**config.mk**
```make
export PLATFORM = sky130hd
export DESIGN_NAME = act_spacing_guard
export DESIGN_NICKNAME = d
export VERILOG_FILES = /design/src/rtl/act_guard_pkg.sv /design/src/rtl/act_limit_sel.sv /design/src/rtl/act_gap_timer.sv /design/src/rtl/act_window_hist.sv /design/src/rtl/act_spacing_guard.sv
export SDC_FILE = /design/constraint.sdc
export NUM_CORES = 1
export LEC_CHECK = 0
export BUFFER_PORTS_ARGS = -buffer_cell sky130_fd_sc_hd__buf_4
export CORE_ASPECT_RATIO = 1.5
export CORE_MARGIN = 3
export CORE_UTILIZATION = 50
export CTS_CLUSTER_DIAMETER = 30
export DETAILED_ROUTE_END_ITERATION = 8
export PLACE_DENSITY_LB_ADDON = 0.25
export RECOVER_POWER = 50
export SLEW_MARGIN = 10
export SYNTH_ARGS = -nofsm -noshare
export SYNTH_HDL_FRONTEND = slang
export SYNTH_SLANG_ARGS = --single-unit
```
**constraint.sdc**
```tcl
create_clock -name clk -period 5.4 [get_ports clk]
set_input_delay 0 -clock clk [delete_from_list [all_inputs] [get_ports clk]]
set_output_delay 0 -clock clk [all_outputs]
set_load 0.005 [all_outputs]
```
**src/rtl/act_guard_pkg.sv**
```systemverilog
package act_guard_pkg;

  typedef enum logic [1:0] {
    SG_800  = 2'd0,
    SG_1066 = 2'd1,
    SG_1333 = 2'd2,
    SG_RSVD = 2'd3
  } speed_grade_e;

  // nanosecond minimums held in picoseconds
  localparam int RRD_1K_SLOW_PS = 7500;
  localparam int RRD_2K_SLOW_PS = 10000;
  localparam int RRD_1K_FAST_PS = 6000;
  localparam int RRD_2K_FAST_PS = 7500;
  localparam int WIN_1K_800_PS  = 40000;
  localparam int WIN_2K_800_PS  = 50000;
  localparam int WIN_1K_1066_PS = 37500;
  localparam int WIN_2K_1066_PS = 50000;
  localparam int WIN_1K_1333_PS = 30000;
  localparam int WIN_2K_1333_PS = 45000;

  function automatic int to_cycles(int ps, int tck_ps, int floor_ck);
    int c;
    c = (ps + tck_ps - 1) / tck_ps;
    return (c > floor_ck) ? c : floor_ck;
  endfunction

  function automatic int gap_ps(int grade, int big);
    if (grade >= 2) return (big != 0) ? RRD_2K_FAST_PS : RRD_1K_FAST_PS;
    return (big != 0) ? RRD_2K_SLOW_PS : RRD_1K_SLOW_PS;
  endfunction

  function automatic int win_ps(int grade, int big);
    case (grade)
      0:       return (big != 0) ? WIN_2K_800_PS  : WIN_1K_800_PS;
      1:       return (big != 0) ? WIN_2K_1066_PS : WIN_1K_1066_PS;
      default: return (big != 0) ? WIN_2K_1333_PS : WIN_1K_1333_PS;
    endcase
  endfunction

  function automatic int max_cycles(int tck_ps, int gap_floor, int win_floor);
    int m;
    m = 1;
    for (int g = 0; g < 4; g++) begin
      for (int p = 0; p < 2; p++) begin
        if (to_cycles(gap_ps(g, p), tck_ps, gap_floor) > m) m = to_cycles(gap_ps(g, p), tck_ps, gap_floor);
        if (to_cycles(win_ps(g, p), tck_ps, win_floor) > m) m = to_cycles(win_ps(g, p), tck_ps, win_floor);
      end
    end
    return m;
  endfunction

endpackage

```
**src/rtl/act_limit_sel.sv**
```systemverilog
module act_limit_sel
  import act_guard_pkg::*;
#(
  parameter int TCK_PS       = 1500,
  parameter int GAP_FLOOR_CK = 4,
  parameter int WIN_FLOOR_CK = 4,
  parameter int CW           = 6
) (
  input  logic          clk,
  input  logic          rst_n,
  input  speed_grade_e  grade,
  input  logic          page_2k,
  output logic [CW-1:0] gap_ck,
  output logic [CW-1:0] win_ck
);

  localparam int N_ENT = 8;

  logic [CW-1:0] gap_tab [N_ENT];
  logic [CW-1:0] win_tab [N_ENT];

  for (genvar g = 0; g < 4; g++) begin : g_grade
    for (genvar p = 0; p < 2; p++) begin : g_page
      localparam int GAP_C = to_cycles(gap_ps(g, p), TCK_PS, GAP_FLOOR_CK);
      localparam int WIN_C = to_cycles(win_ps(g, p), TCK_PS, WIN_FLOOR_CK);
      assign gap_tab[g*2+p] = CW'(GAP_C);
      assign win_tab[g*2+p] = CW'(WIN_C);
    end
  end

  logic [2:0] idx;
  assign idx    = {grade, page_2k};
  assign gap_ck = gap_tab[idx];
  assign win_ck = win_tab[idx];

  AST_WIN_COVERS_GAP: assert property (@(posedge clk) disable iff (!rst_n)
    win_ck >= gap_ck);

endmodule

```
**src/rtl/act_gap_timer.sv**
```systemverilog
module act_gap_timer #(
  parameter int CW     = 6,
  parameter int MAX_CK = 34
) (
  input  logic          clk,
  input  logic          rst_n,
  input  logic          issue,
  input  logic [CW-1:0] gap_ck,
  output logic          gap_ok
);

  logic [CW-1:0] since_q;

  always_ff @(posedge clk or negedge rst_n) begin
    if (!rst_n)                       since_q <= CW'(MAX_CK);
    else if (issue)                   since_q <= CW'(1);
    else if (since_q < CW'(MAX_CK))   since_q <= since_q + 1'b1;
  end

  assign gap_ok = (since_q >= gap_ck);

  // gap floor is at least two cycles, so the guard closes right after an issue
  AST_GAP_CLOSES: assert property (@(posedge clk) disable iff (!rst_n)
    issue |=> !gap_ok);

endmodule

```
**src/rtl/act_window_hist.sv**
```systemverilog
module act_window_hist #(
  parameter int DEPTH  = 4,
  parameter int CW     = 6,
  parameter int MAX_CK = 34
) (
  input  logic          clk,
  input  logic          rst_n,
  input  logic          issue,
  input  logic [CW-1:0] win_ck,
  output logic          win_ok
);

  localparam int PW = (DEPTH > 1) ? $clog2(DEPTH) : 1;

  logic [CW-1:0] age_q [DEPTH];
  logic          vld_q [DEPTH];
  logic [PW-1:0] wr_ptr;

  always_ff @(posedge clk or negedge rst_n) begin
    if (!rst_n)                          wr_ptr <= '0;
    else if (issue && wr_ptr == PW'(DEPTH-1)) wr_ptr <= '0;
    else if (issue)                      wr_ptr <= wr_ptr + 1'b1;
  end

  for (genvar i = 0; i < DEPTH; i++) begin : g_slot
    always_ff @(posedge clk or negedge rst_n) begin
      if (!rst_n) begin
        age_q[i] <= '0;
        vld_q[i] <= 1'b0;
      end else if (issue && wr_ptr == PW'(i)) begin
        age_q[i] <= CW'(1);
        vld_q[i] <= 1'b1;
      end else if (vld_q[i] && age_q[i] < CW'(MAX_CK)) begin
        age_q[i] <= age_q[i] + 1'b1;
      end
    end

    AST_OLDEST_AT_PTR: assert property (@(posedge clk) disable iff (!rst_n)
      (vld_q[i] && vld_q[wr_ptr]) |-> (age_q[wr_ptr] >= age_q[i]));
  end

  // slot under the pointer is the oldest, or empty while history fills
  assign win_ok = !vld_q[wr_ptr] || (age_q[wr_ptr] >= win_ck);

endmodule

```
**src/rtl/act_spacing_guard.sv**
```systemverilog
module act_spacing_guard
  import act_guard_pkg::*;
#(
  parameter int TCK_PS       = 1500,
  parameter int GAP_FLOOR_CK = 4,
  parameter int WIN_FLOOR_CK = 4,
  parameter int WIN_COUNT    = 4
) (
  input  logic       clk,
  input  logic       rst_n,
  input  logic [1:0] speed_sel,
  input  logic       page_2k,
  input  logic       act_req,
  input  logic       act_issued,
  output logic       act_grant,
  output logic       violation
);

  localparam int MAX_CK = max_cycles(TCK_PS, GAP_FLOOR_CK, WIN_FLOOR_CK);
  localparam int CW     = $clog2(MAX_CK + 1);

  logic [CW-1:0] gap_ck;
  logic [CW-1:0] win_ck;
  logic          gap_ok;
  logic          win_ok;
  logic          may_act;
  logic          viol_q;
  speed_grade_e  grade;

  assign grade = speed_grade_e'(speed_sel);

  act_limit_sel #(
    .TCK_PS(TCK_PS), .GAP_FLOOR_CK(GAP_FLOOR_CK),
    .WIN_FLOOR_CK(WIN_FLOOR_CK), .CW(CW)
  ) u_limits (
    .clk(clk), .rst_n(rst_n), .grade(grade), .page_2k(page_2k),
    .gap_ck(gap_ck), .win_ck(win_ck)
  );

  act_gap_timer #(.CW(CW), .MAX_CK(MAX_CK)) u_gap (
    .clk(clk), .rst_n(rst_n), .issue(act_issued),
    .gap_ck(gap_ck), .gap_ok(gap_ok)
  );

  act_window_hist #(.DEPTH(WIN_COUNT), .CW(CW), .MAX_CK(MAX_CK)) u_win (
    .clk(clk), .rst_n(rst_n), .issue(act_issued),
    .win_ck(win_ck), .win_ok(win_ok)
  );

  assign may_act   = gap_ok && win_ok;
  assign act_grant = act_req && may_act;

  always_ff @(posedge clk or negedge rst_n) begin
    if (!rst_n)                      viol_q <= 1'b0;
    else if (act_issued && !may_act) viol_q <= 1'b1;
  end

  assign violation = viol_q;

  AST_VIOL_SET: assert property (@(posedge clk) disable iff (!rst_n)
    (act_issued && !gap_ok) |=> violation);

  AST_VIOL_STICKY: assert property (@(posedge clk) disable iff (!rst_n)
    violation |=> violation);

  AST_GRANT_NEEDS_REQ: assert property (@(posedge clk) disable iff (!rst_n)
    act_grant |-> act_req);

endmodule

```
==> impl_results.md <==
- Post-CTS sizing: 0
- Die span in x: 61.2 microns
- Post-synth EDFFs: 0
- Final Util: 56.7%
- GRT overflow: 0
- Num Clock Sinks: 37
- Net Sw Power: 462 uW
- Crit path from: u_win.wr_ptr[0]
- Hold WS: 0.0849 ns
- Worst Reg-to-Reg Cells: 5
- Asr flop ratio synth: 100%
- Hold Violations, Final: 0
- Logic pwr share: 36.7%
- DP HPWL: 3.17 mm
- Fraction of layout cells with a size suffix above 1: 15.1%
- Synth Flop Type: dfrtp_1
- Largest net degree at the start of global routing: 38
- Deepest clock path buffer count: 2
- Crit path arrival time: 2.46 ns
- DRC violations left: 0
- Max-cap violations: 1
- Syn_nets: 234
- Startpoint Class: flop
- First-pass GRT wire length: 7.25 mm
- Worst-path clk slew: 0.06 ns
- Synth warnings: 0
- Setup TNS: 0 ns
- Setup Crit Path Kind: flop to primary output
- H-Tree Depth: 2
- Final instance area: 0.00245 sq mm
- Final nets: 245
- Synth area leaders: dfrtp_1 (38%), ha_1 (11%), mux4_2 (5.9%)
- WL final: 4.25 mm
- Core area: 0.00432 sq mm
- Sequential area share after synthesis: 40.6%
- # hold bufs at CTS: 1
- Reg power frac: 46.4%
- Int Pwr: 697 uW
- Tcrit/Tclk final: 45.5%
- Worst Skew: 0.00794 ns
- I/O Buffers: 8
- Power share of the clock group: 16.9%
- Setup Fix Bufs, Post-CTS: 0
- Synth area leader: dfrtp_1
- Non-Filler Instances: 264
- Commonest cells post-synth: dfrtp_1 (35), nand2_1 (24), ha_1 (20)
- CP endpoint kind: primary output
- CTS tree: built
- Initial antenna violation count: 0
- Ant. Diodes: 0
- Yosys cell types: 36
- Final Slew Violations: 38
- Area growth syn-to-layout: 7.23%
- Hold Crit Endpoint: u_gap.since_q[1]
- Hold wc startpoint: act_issued
- Via density: 5.85
- Yosys top cell area share: 38.3%
- I/O Pins: 9
- Vias: 1545
- DRT Pass-1 Iters: 4
- Initial Util: 52.9%
- Cells after synthesis: 207
- Worst Hold Path Cells: 2
- WL/cell: 16.1 microns
- Status: finished with violations
- Required time worst endpoint: 5.40 ns
- Die Ht: 88.8 microns
- Root Buffer: clkbuf_8
- Max FO, Critical Path: 11
- Skew-Pair Late Insertion Delay: 0.29 ns
- Row count: 29
- Number of global-route vias before repair: 1567
- Syn_area_per_cell: 11.0 sq um
- Fmax: 407 MHz
- Starting DRT DRC Count: 45
- Count leader, synth: dfrtp_1
- Final ANT Viol Nets: 0
- CTS buffer count: 5
- Relative slew slack: -31.3%
- Synth Register Bits: 37
- Origin of the critical flop-to-flop path: u_win.wr_ptr[0]
- Worst-case vdd ir drop: 242 uV
- Hold Crit Class: input pin to flop
- Dpl cell area: 0.00236 sq mm
- Final min period: 2.46 ns
- DP Cell Count: 256
- Violated checks: max-capacitance violations, max-slew violations
- Worst-margin pin slew: 1.97 ns
- Mapped cell area: 0.00228 sq mm
- Reported leakage power: 1.08 nW
- Reg2reg end: violation
- Full die area: 0.00543 sq mm
- RSZ-0062 raised after global routing: no
- Switching power share of the total: 39.9%
- Tot GR Track Use: 18.3%
- Power Density: 473 mW/mm^2
- Worst R2R Setup Slack: 3.18 ns
- GPL Wtd Cong: 0.888
- Final setup fails: 0
## worst max path at each step
stage / slack, ns / to
2_1_floorplan: 3.39 / violation
3_3_place_gp: 3.20 / violation
3_5_place_dp: 3.17 / violation
4_1_cts: 2.92 / act_grant
5_1_grt: 2.77 / act_grant
6_report: 2.94 / act_grant
## area by class of cell
| cell class | count | area, sq um |
|---|---|---|
| Clock buffer | 7 | 86.3 |
| Sequential cell | 37 | 928 |
| Inverter | 9 | 33.8 |
| Timing Repair Buffer | 9 | 62.6 |
| Fill cell | 378 | 1870 |
| Tap cell | 46 | 57.6 |
| Multi-Input combinational cell | 156 | 1280 |
## cell families (layout without fill, tap and decap cells)
logic type,count (synthesis),in the layout,synth area share [%]
adders and majority gates,20,20,11.0
DFF,37,37,40.6
muxes,10,10,8.38
AOI/OAI and AO/OA,36,36,13.5
and+or+nand+nor,71,71,16.0
buffers and inverters,14,25,3.29
xor gates and xnor gates,19,19,7.28
## per-layer routing
metal	global-route usage (%)	part of all wire (%)
met5	0	0
met4	7.30	1.8
met3	3.94	2.2
met2	33.3	55
met1	19.8	41
## stage by stage
stage | power (mW) | setup WS (ns)
2_1_floorplan | 0.864 | 3.39
3_3_place_gp | 0.958 | 3.20
3_5_place_dp | 0.976 | 3.17
4_1_cts | 1.17 | 2.92
5_1_grt | 1.27 | 2.77
6_report | 1.16 | 2.94
## sequential cells by signal (all words and copies together) (netlist names)
name and flops:
u_win.age_q 24, u_gap.since_q 6, u_win.vld_q 4, u_win.wr_ptr 2, violation 1
## worst max-delay path, cell delays in order, from the launching register on
cell	delay, ns
dfrtp_1	0.63
mux4_2	0.55
inv_1	0.07
ha_1	0.21
nand2b_1	0.14
a21oi_1	0.16
o221a_2	0.22
a21oi_1	0.06
buf_4	0.13
## power by group through the flow
stage          registers, mW  logic [mW]  clock network [mW]
2_1_floorplan          0.480       0.384                   0
3_3_place_gp           0.544       0.414                   0
3_5_place_dp           0.546       0.430                   0
4_1_cts                0.541       0.434               0.199
5_1_grt                0.558       0.492               0.217
6_report               0.538       0.426               0.196
## cell usage in the layout, fill, tap and decap left out, types with 6 or more instances in the layout
cell | netlist | final
dfrtp_1 | 35 | 35
nand2_1 | 24 | 24
ha_1 | 20 | 20
a21oi_1 | 16 | 16
xor2_1 | 15 | 15
nor2_1 | 12 | 12
nand3_1 | 12 | 12
inv_1 | 9 | 9
o21ai_0 | 8 | 8
mux4_2 | 6 | 6
clkbuf_8 | 0 | 6
buf_4 | 0 | 6
No activity file was read; power rests on OpenSTA's default activity.
